File: config.mk
export PLATFORM = sky130hd
export DESIGN_NAME = pmx_top
export DESIGN_NICKNAME = d
export VERILOG_FILES = /design/src/rtl/pmx_pkg.sv /design/src/rtl/pmx_drive.sv /design/src/rtl/pmx_sense.sv /design/src/rtl/pmx_top.sv
export SDC_FILE = /design/constraint.sdc
export NUM_CORES = 1
export LEC_CHECK = 0
export ABC_AREA = 1
export BUFFER_PORTS_ARGS = -buffer_cell sky130_fd_sc_hd__clkbuf_2
export CORE_MARGIN = 1.5
export CORE_UTILIZATION = 26
export DETAILED_ROUTE_END_ITERATION = 10
export GPL_TIMING_DRIVEN = 0
export PLACE_DENSITY_LB_ADDON = 0.05
export SYNTH_ARGS = -nofsm -noshare
export SYNTH_HDL_FRONTEND = slang
export SYNTH_SLANG_ARGS = --single-unit
File: constraint.sdc
create_clock -name clk -period 0.8 [get_ports clk]
set_input_delay 0.12 -clock clk [delete_from_list [all_inputs] [get_ports clk]]
set_output_delay 0.12 -clock clk [all_outputs]
set_load 0.01 [all_outputs]
File: src/rtl/pmx_pkg.sv
package pmx_pkg;

    typedef enum logic [2:0] {
        SRC_GPIO,
        SRC_CLKO,
        SRC_XCK,
        SRC_OCA,
        SRC_OCB,
        SRC_TXD,
        SRC_ACO
    } src_e;

    typedef struct packed {
        logic remap;
        logic clko;
        logic xck;
        logic oca;
        logic ocb;
        logic txd;
        logic aco;
    } periph_en_t;

    typedef struct packed {
        logic clko;
        logic xck;
        logic oca;
        logic ocb;
        logic txd;
        logic aco;
    } periph_val_t;

    // Owner of a pin's output; na is the bank A width, so bank B pin k is na+k.
    function automatic src_e pick_src(input int pin, input int na, input periph_en_t e);
        src_e s;
        s = SRC_GPIO;
        if (pin == na + 1) begin
            if (e.clko)                 s = SRC_CLKO;
            else if (e.xck)             s = SRC_XCK;
            else if (e.oca && !e.remap) s = SRC_OCA;
        end else if (pin == na + 2) begin
            if (e.txd) s = SRC_TXD;
        end else if (pin == na + 3) begin
            if (e.aco) s = SRC_ACO;
        end else if (pin == 1) begin
            if (e.ocb && !e.remap) s = SRC_OCB;
        end else if (pin == 3) begin
            if (e.oca && e.remap) s = SRC_OCA;
        end else if (pin == 5) begin
            if (e.ocb && e.remap) s = SRC_OCB;
        end
        return s;
    endfunction

endpackage

File: src/rtl/pmx_drive.sv
module pmx_drive
    import pmx_pkg::*;
#(
    parameter int NA = 8,
    parameter int NB = 4,
    localparam int NP = NA + NB
) (
    input  logic           hold,
    input  logic [NP-1:0]  gpio_out,
    input  logic [NP-1:0]  gpio_dir,
    input  periph_en_t     en,
    input  periph_val_t    val,
    output logic [NP-1:0]  pad_out,
    output logic [NP-1:0]  pad_oe
);

    for (genvar p = 0; p < NP; p++) begin : g_pin
        src_e sel;
        logic drv;

        always_comb begin
            sel = pick_src(p, NA, en);
            unique case (sel)
                SRC_GPIO: drv = gpio_out[p];
                SRC_CLKO: drv = val.clko;
                SRC_XCK:  drv = val.xck;
                SRC_OCA:  drv = val.oca;
                SRC_OCB:  drv = val.ocb;
                SRC_TXD:  drv = val.txd;
                SRC_ACO:  drv = val.aco;
                default:  drv = gpio_out[p];
            endcase
        end

        assign pad_oe[p]  = ~hold & (gpio_dir[p] | (sel != SRC_GPIO));
        assign pad_out[p] = ~hold & drv;
    end

endmodule

File: src/rtl/pmx_sense.sv
module pmx_sense #(
    parameter int NA = 8,
    parameter int NB = 4,
    localparam int NP  = NA + NB,
    localparam int PB1 = NA + 1,
    localparam int PB2 = NA + 2,
    localparam int PB3 = NA + 3
) (
    input  logic           clk,
    input  logic           rst_n,
    input  logic [NP-1:0]  pad_in,
    input  logic [NP-1:0]  din_off,
    input  logic [NP-1:0]  pcint_en,
    input  logic           ext_clk_en,
    input  logic           remap,
    output logic [NP-1:0]  pad_ie,
    output logic [NP-1:0]  pin_sync,
    output logic           int0_in,
    output logic           t0_in,
    output logic           icp_in,
    output logic           rxd_in,
    output logic           clki_in,
    output logic           adc0_avail
);

    for (genvar p = 0; p < NP; p++) begin : g_ie
        if (p == 0) begin : g_clk_pin
            assign pad_ie[p] = ~din_off[p] | pcint_en[p] | ext_clk_en;
        end else begin : g_plain
            assign pad_ie[p] = ~din_off[p] | pcint_en[p];
        end
    end

    always_ff @(posedge clk or negedge rst_n) begin
        if (!rst_n) pin_sync <= '0;
        else        pin_sync <= pad_in & pad_ie;
    end

    assign int0_in    = pin_sync[PB1];
    assign t0_in      = remap ? pin_sync[PB3] : pin_sync[0];
    assign icp_in     = remap ? pin_sync[4]   : pin_sync[PB2];
    assign rxd_in     = pin_sync[PB3];
    assign clki_in    = ext_clk_en & pad_in[0];
    assign adc0_avail = ~ext_clk_en;

endmodule

File: src/rtl/pmx_top.sv
module pmx_top
    import pmx_pkg::*;
#(
    parameter int NA = 8,
    parameter int NB = 4,
    localparam int NP = NA + NB
) (
    input  logic           clk,
    input  logic           rst_n,
    input  logic           hold_io,
    input  logic [NP-1:0]  gpio_out,
    input  logic [NP-1:0]  gpio_dir,
    input  logic [NP-1:0]  din_off,
    input  logic [NP-1:0]  pcint_en,
    input  logic           tmr_remap,
    input  logic           ext_clk_en,
    input  logic           clko_en,
    input  logic           clko_val,
    input  logic           xck_en,
    input  logic           xck_val,
    input  logic           oca_en,
    input  logic           oca_val,
    input  logic           ocb_en,
    input  logic           ocb_val,
    input  logic           txd_en,
    input  logic           txd_val,
    input  logic           aco_en,
    input  logic           aco_val,
    input  logic [NP-1:0]  pad_in,
    output logic [NP-1:0]  pad_out,
    output logic [NP-1:0]  pad_oe,
    output logic [NP-1:0]  pad_ie,
    output logic [NP-1:0]  pin_sync,
    output logic           int0_in,
    output logic           t0_in,
    output logic           icp_in,
    output logic           rxd_in,
    output logic           clki_in,
    output logic           adc0_avail
);

    periph_en_t  en;
    periph_val_t val;

    assign en  = '{remap: tmr_remap, clko: clko_en, xck: xck_en, oca: oca_en,
                   ocb: ocb_en, txd: txd_en, aco: aco_en};
    assign val = '{clko: clko_val, xck: xck_val, oca: oca_val,
                   ocb: ocb_val, txd: txd_val, aco: aco_val};

    pmx_drive #(.NA(NA), .NB(NB)) i_drive (
        .hold     (hold_io),
        .gpio_out (gpio_out),
        .gpio_dir (gpio_dir),
        .en       (en),
        .val      (val),
        .pad_out  (pad_out),
        .pad_oe   (pad_oe)
    );

    pmx_sense #(.NA(NA), .NB(NB)) i_sense (
        .clk        (clk),
        .rst_n      (rst_n),
        .pad_in     (pad_in),
        .din_off    (din_off),
        .pcint_en   (pcint_en),
        .ext_clk_en (ext_clk_en),
        .remap      (tmr_remap),
        .pad_ie     (pad_ie),
        .pin_sync   (pin_sync),
        .int0_in    (int0_in),
        .t0_in      (t0_in),
        .icp_in     (icp_in),
        .rxd_in     (rxd_in),
        .clki_in    (clki_in),
        .adc0_avail (adc0_avail)
    );

endmodule

* After elaboration in Yosys (flattened, before gate mapping)
Index checks and enable logic that the tools add are counted.
** Storage, ports and cells
- Register bits :: 12
- Input bits :: 77
- Output and inout bits :: 54
- Word-level logic and storage cells :: 123
** Cells by class
- Equal/unequal tests :: 36
- Muxes and demuxes :: 16
- Bitwise logic cells :: 59
- Reduce and logical (&&, ||, !) cells :: 11
** Operator list (count)
- 3-bit equality test (second input constant) :: 18
- 3-bit by 2-bit equality test with 1-bit output (second input constant) :: 12
- 1-bit case mux with 6 select lines :: 6
- 1-bit bitwise AND :: 25
- 1-bit bitwise OR :: 19
- 3-bit by 1-bit equality test with 1-bit output (second input constant) :: 6
- 3-bit 2-to-1 mux :: 6
- 3-bit nonzero test :: 6
- 1-bit inverter :: 14
- 12-bit bitwise AND :: 1
- 1-bit logical AND :: 4
- 2-bit 2-to-1 mux :: 2
- 1-bit 2-to-1 mux :: 2
- 1-bit zero test :: 1

* Longest topological paths before layout
- Word-level depth :: 8
- Mapped depth :: 6
- Depth with buffers taken out :: 6

* By module
Synthesis repeated with hierarchy kept, for this count alone.
** Second synthesis, totals
- Cell total of the unflattened synthesis :: 134
- Area, all modules :: 853.3 sq um
** Modules (own cells, without submodules)
- pmx_sense :: times used 1, cells each 60, area each 538.0 sq um, seq. area each 300.3 sq um
- pmx_drive :: times used 1, cells each 74, area each 315.3 sq um, seq. area each 0.0 sq um

* Worst setup path after synthesis
Ideal clock, no wire load.
- Kind :: input-to-output
- Start point :: input hold_io
- End point :: output pad_oe[0]
- Data arrival time :: 0.611 ns
- Data required time :: 0.680 ns
- Path slack :: 0.069 ns
- Stages on the path :: 3
- Buffers on the path :: 2
- Cell sequence :: buf_2 > buf_4 > nor2_1
** Between the ends
- Longest elaborated chain between the ends :: 2
** RTL lines
- start: declaration :: line pmx_top.sv:10 : input logic hold_io,
- 1-bit inverter :: line pmx_drive.sv:35 : assign pad_oe[p] = ~hold & (gpio_dir[p] | (sel != SRC_GPIO));
- 1-bit bitwise AND :: line pmx_drive.sv:35
- end: declaration :: line pmx_top.sv:31 : output logic [NP-1:0] pad_oe,
Every way passes these cells.

* Worst setup path after layout
- Start point :: register i_sense.pin_sync[11]
- End point :: output pin_sync[11]
** RTL lines
- start: declaration :: line pmx_sense.sv:17 : output logic [NP-1:0] pin_sync,
- start signal: assignment :: line pmx_sense.sv:36 : else pin_sync <= pad_in & pad_ie;
- end: declaration :: line pmx_top.sv:33 : output logic [NP-1:0] pin_sync,
No word-level cell between the ends.

==> impl_metrics.tcl <==
set metrics [dict create \
    ios 131 \
    switchingPower_mw 0.573 \
    path_max_fanout 3 \
    synth_area_leaders "dfrtp_1 36%, inv_1 15%, nand2_1 13%" \
    cts.path.max_buffers 2 \
    timing.fmax_ghz 0.979 \
    yosysSeqAreaShare 0.359 \
    hold_start "din_off[8]" \
    clkSinkCount 12 \
    syn2layout_area_growth_pct 123 \
    p_per_area_nw_per_um2 976 \
    die_h_um 59.7 \
    synth_commonest_cells "33 x inv_1, 28 x nand2_1, 22 x nor2_1" \
    synth_top_area_share 0.359 \
    dr_total_vias 1306 \
    first_pass_iters 3 \
    crit_path_end "pin_sync[11]" \
    finalNetCount 349 \
    arrival_ns 0.90 \
    reg.largest.list "i_sense.pin_sync (12)" \
    hold_slack_ns 0.0570 \
    multi_input_area_um2 500 \
    place.gp.congestion 0.689 \
    die_area_um2 3570 \
    grt_pass1_wl_um 4070 \
    start_util 0.274 \
    period_needed_ns 1.02 \
    drc 0 \
    synth_flop_cell "dfrtp_1" \
    critPathRequiredTime_ns 0.68 \
    drive_gt1_frac 0.633 \
    via_per_inst 4.16 \
    final-hold-violation-count 0 \
    violations "setup timing" \
    synth_edf_count 0 \
    die_x_um 59.7 \
    track_usage 0.147 \
    wire_per_inst_um 9.37 \
    layout_setup_ws_ns -0.222 \
    yosysUniqueCellTypes 14 \
    setup_viol 21 \
    p_leak_nw 1.18 \
    cts_tree "yes" \
    drt-total-wl_um 2940 \
    placedCellCount 305 \
    antenna_left 0 \
    synth_most_common_cell "inv_1" \
    fin_cells 314 \
    grt-ovfl-total 0 \
    clkPwrFrac 0.182 \
    critPathLaunch "i_sense.pin_sync[11]" \
    htreeDepth 1 \
    syn_avg_cell_area_um2 6.39 \
    coreArea_um2 3050 \
    regArea_um2 300 \
    ys_ff_latch 12 \
    power.internal_mw 1.25 \
    syn_nets 208 \
    numCtsBuffers 3 \
    critPathCaptureType "output pin" \
    fill_cells 315 \
    crit_type "reg -> out" \
    drv_slew 0 \
    largest_reg_flops 12 \
    worst_setup_path_start_kind "flop" \
    clkTransAtPathRegs_ns 0.06 \
    n_antenna_cell 0 \
    drt_iter0_drc 29 \
    first_global_vias 1044 \
    slew_headroom 0.803 \
    rsz0062_at_grt "yes" \
    sw_frac_of_total 0.314 \
    hpwlAfterDp_um 2340 \
    final.setup.tns_ns -1.74 \
    rows 20 \
    yosysTopAreaCell "dfrtp_1" \
    post-route-period-util 1.28 \
    largest_register "i_sense.pin_sync" \
    seqPwrFrac 0.362 \
    ys_warn_count 0 \
    postSynthCellCount 131 \
    io_buffers 130 \
    tightest_slew_ns 0.295 \
    syn_area_um2 837 \
    irDropWorstVdd_mv 0.705 \
    outcome "finished with violations" \
    placed_area_um2 1540 \
    synth-async-reset-ratio 1.00 \
    maxCapViolCount 0 \
    cts_root_buffer "clkbuf_4" \
    fin_area_um2 1870 \
    min_path_type "in -> reg" \
    grt_start_max_net_pins 13 \
    combinationalPowerShare 0.456 \
    antenna_found_initial 0 \
]
critical path, cell delays in order, from the launching register on:
cell	delay, ns
dfrtp_1	0.40
buf_4	0.14
clkbuf_2	0.11
power groups by stage:
stage	clock, mW	combinational, mW	sequential, mW
floorplan	0	0.253	0.692
global placement	0	0.658	0.669
detailed placement	0	0.660	0.671
CTS	0.362	0.720	0.660
global route	0.406	0.920	0.664
finish	0.332	0.832	0.659
worst min-delay path by stage:
stage | to | slack [ns] | depth (start not counted)
after floorplan | i_sense.pin_sync[0] | -0.18 | 0
after global placement | i_sense.pin_sync[5] | 0.02 | 1
after detailed placement | i_sense.pin_sync[5] | 0.02 | 1
after CTS | i_sense.pin_sync[4] | 0.05 | 2
after global routing | i_sense.pin_sync[6] | 0.05 | 2
final | i_sense.pin_sync[8] | 0.06 | 2
cells in the final DEF, fill, tap and decap left out, drive strengths merged:
cell type	count
dlygate4sd3	1
nand2	31
a21oi	6
a21boi	12
inv	33
dfrtp	12
clkbuf	109
nand3	3
clkinv	1
nand3b	1
buf	33
o21ai	4
nor2	24
layout make-up:
cell class | instances | share of cell area
clock buffer | 3 | 0.0120
tap | 44 | 0.0295
inverter | 34 | 0.0763
buffer | 4 | 0.0261
timing repair buffer | 136 | 0.428
multi-input combinational | 81 | 0.268
sequential | 12 | 0.161
stage by stage:
step                      utilization  total power, mW  setup WS (ns)
after CTS                       0.548             1.74         -0.250
after global placement          0.505             1.33         -0.127
after floorplan                     -            0.945         0.0694
after detailed placement        0.505             1.33         -0.128
final                           0.612             1.82         -0.222
after global routing            0.612             1.99         -0.278
logic make-up (layout without fill, tap and decap cells):
| kind of cell | Yosys count | in the layout | share of synthesized area |
|---|---|---|---|
| DFF | 12 | 12 | 0.359 |
| and+or+nand+nor | 59 | 59 | 0.288 |
| AOI/OAI and AO/OA | 22 | 22 | 0.167 |
| buffers and inverters | 38 | 177 | 0.185 |
repair_timing:
item / CTS / global route
cloned: 2 / 0
endpoints found under the setup margin: 32 / 36
resized for setup: 19 / 74
pin swaps: 16 / 13
endpoints found under the hold margin: 12 / 0
buffers inserted: 3 / 0
hold buffers: 1 / 0
per-layer routing:
metal  global-route usage  routed length (um)  vias to the layer above
met5                    0                   0                        -
met4               0.0571                  40                        0
met3               0.0325                 334                        4
met2                0.270                1580                       77
met1                0.162                 986                      556
li1                     -                   -                      669
No activity file was read; power rests on OpenSTA's default activity.
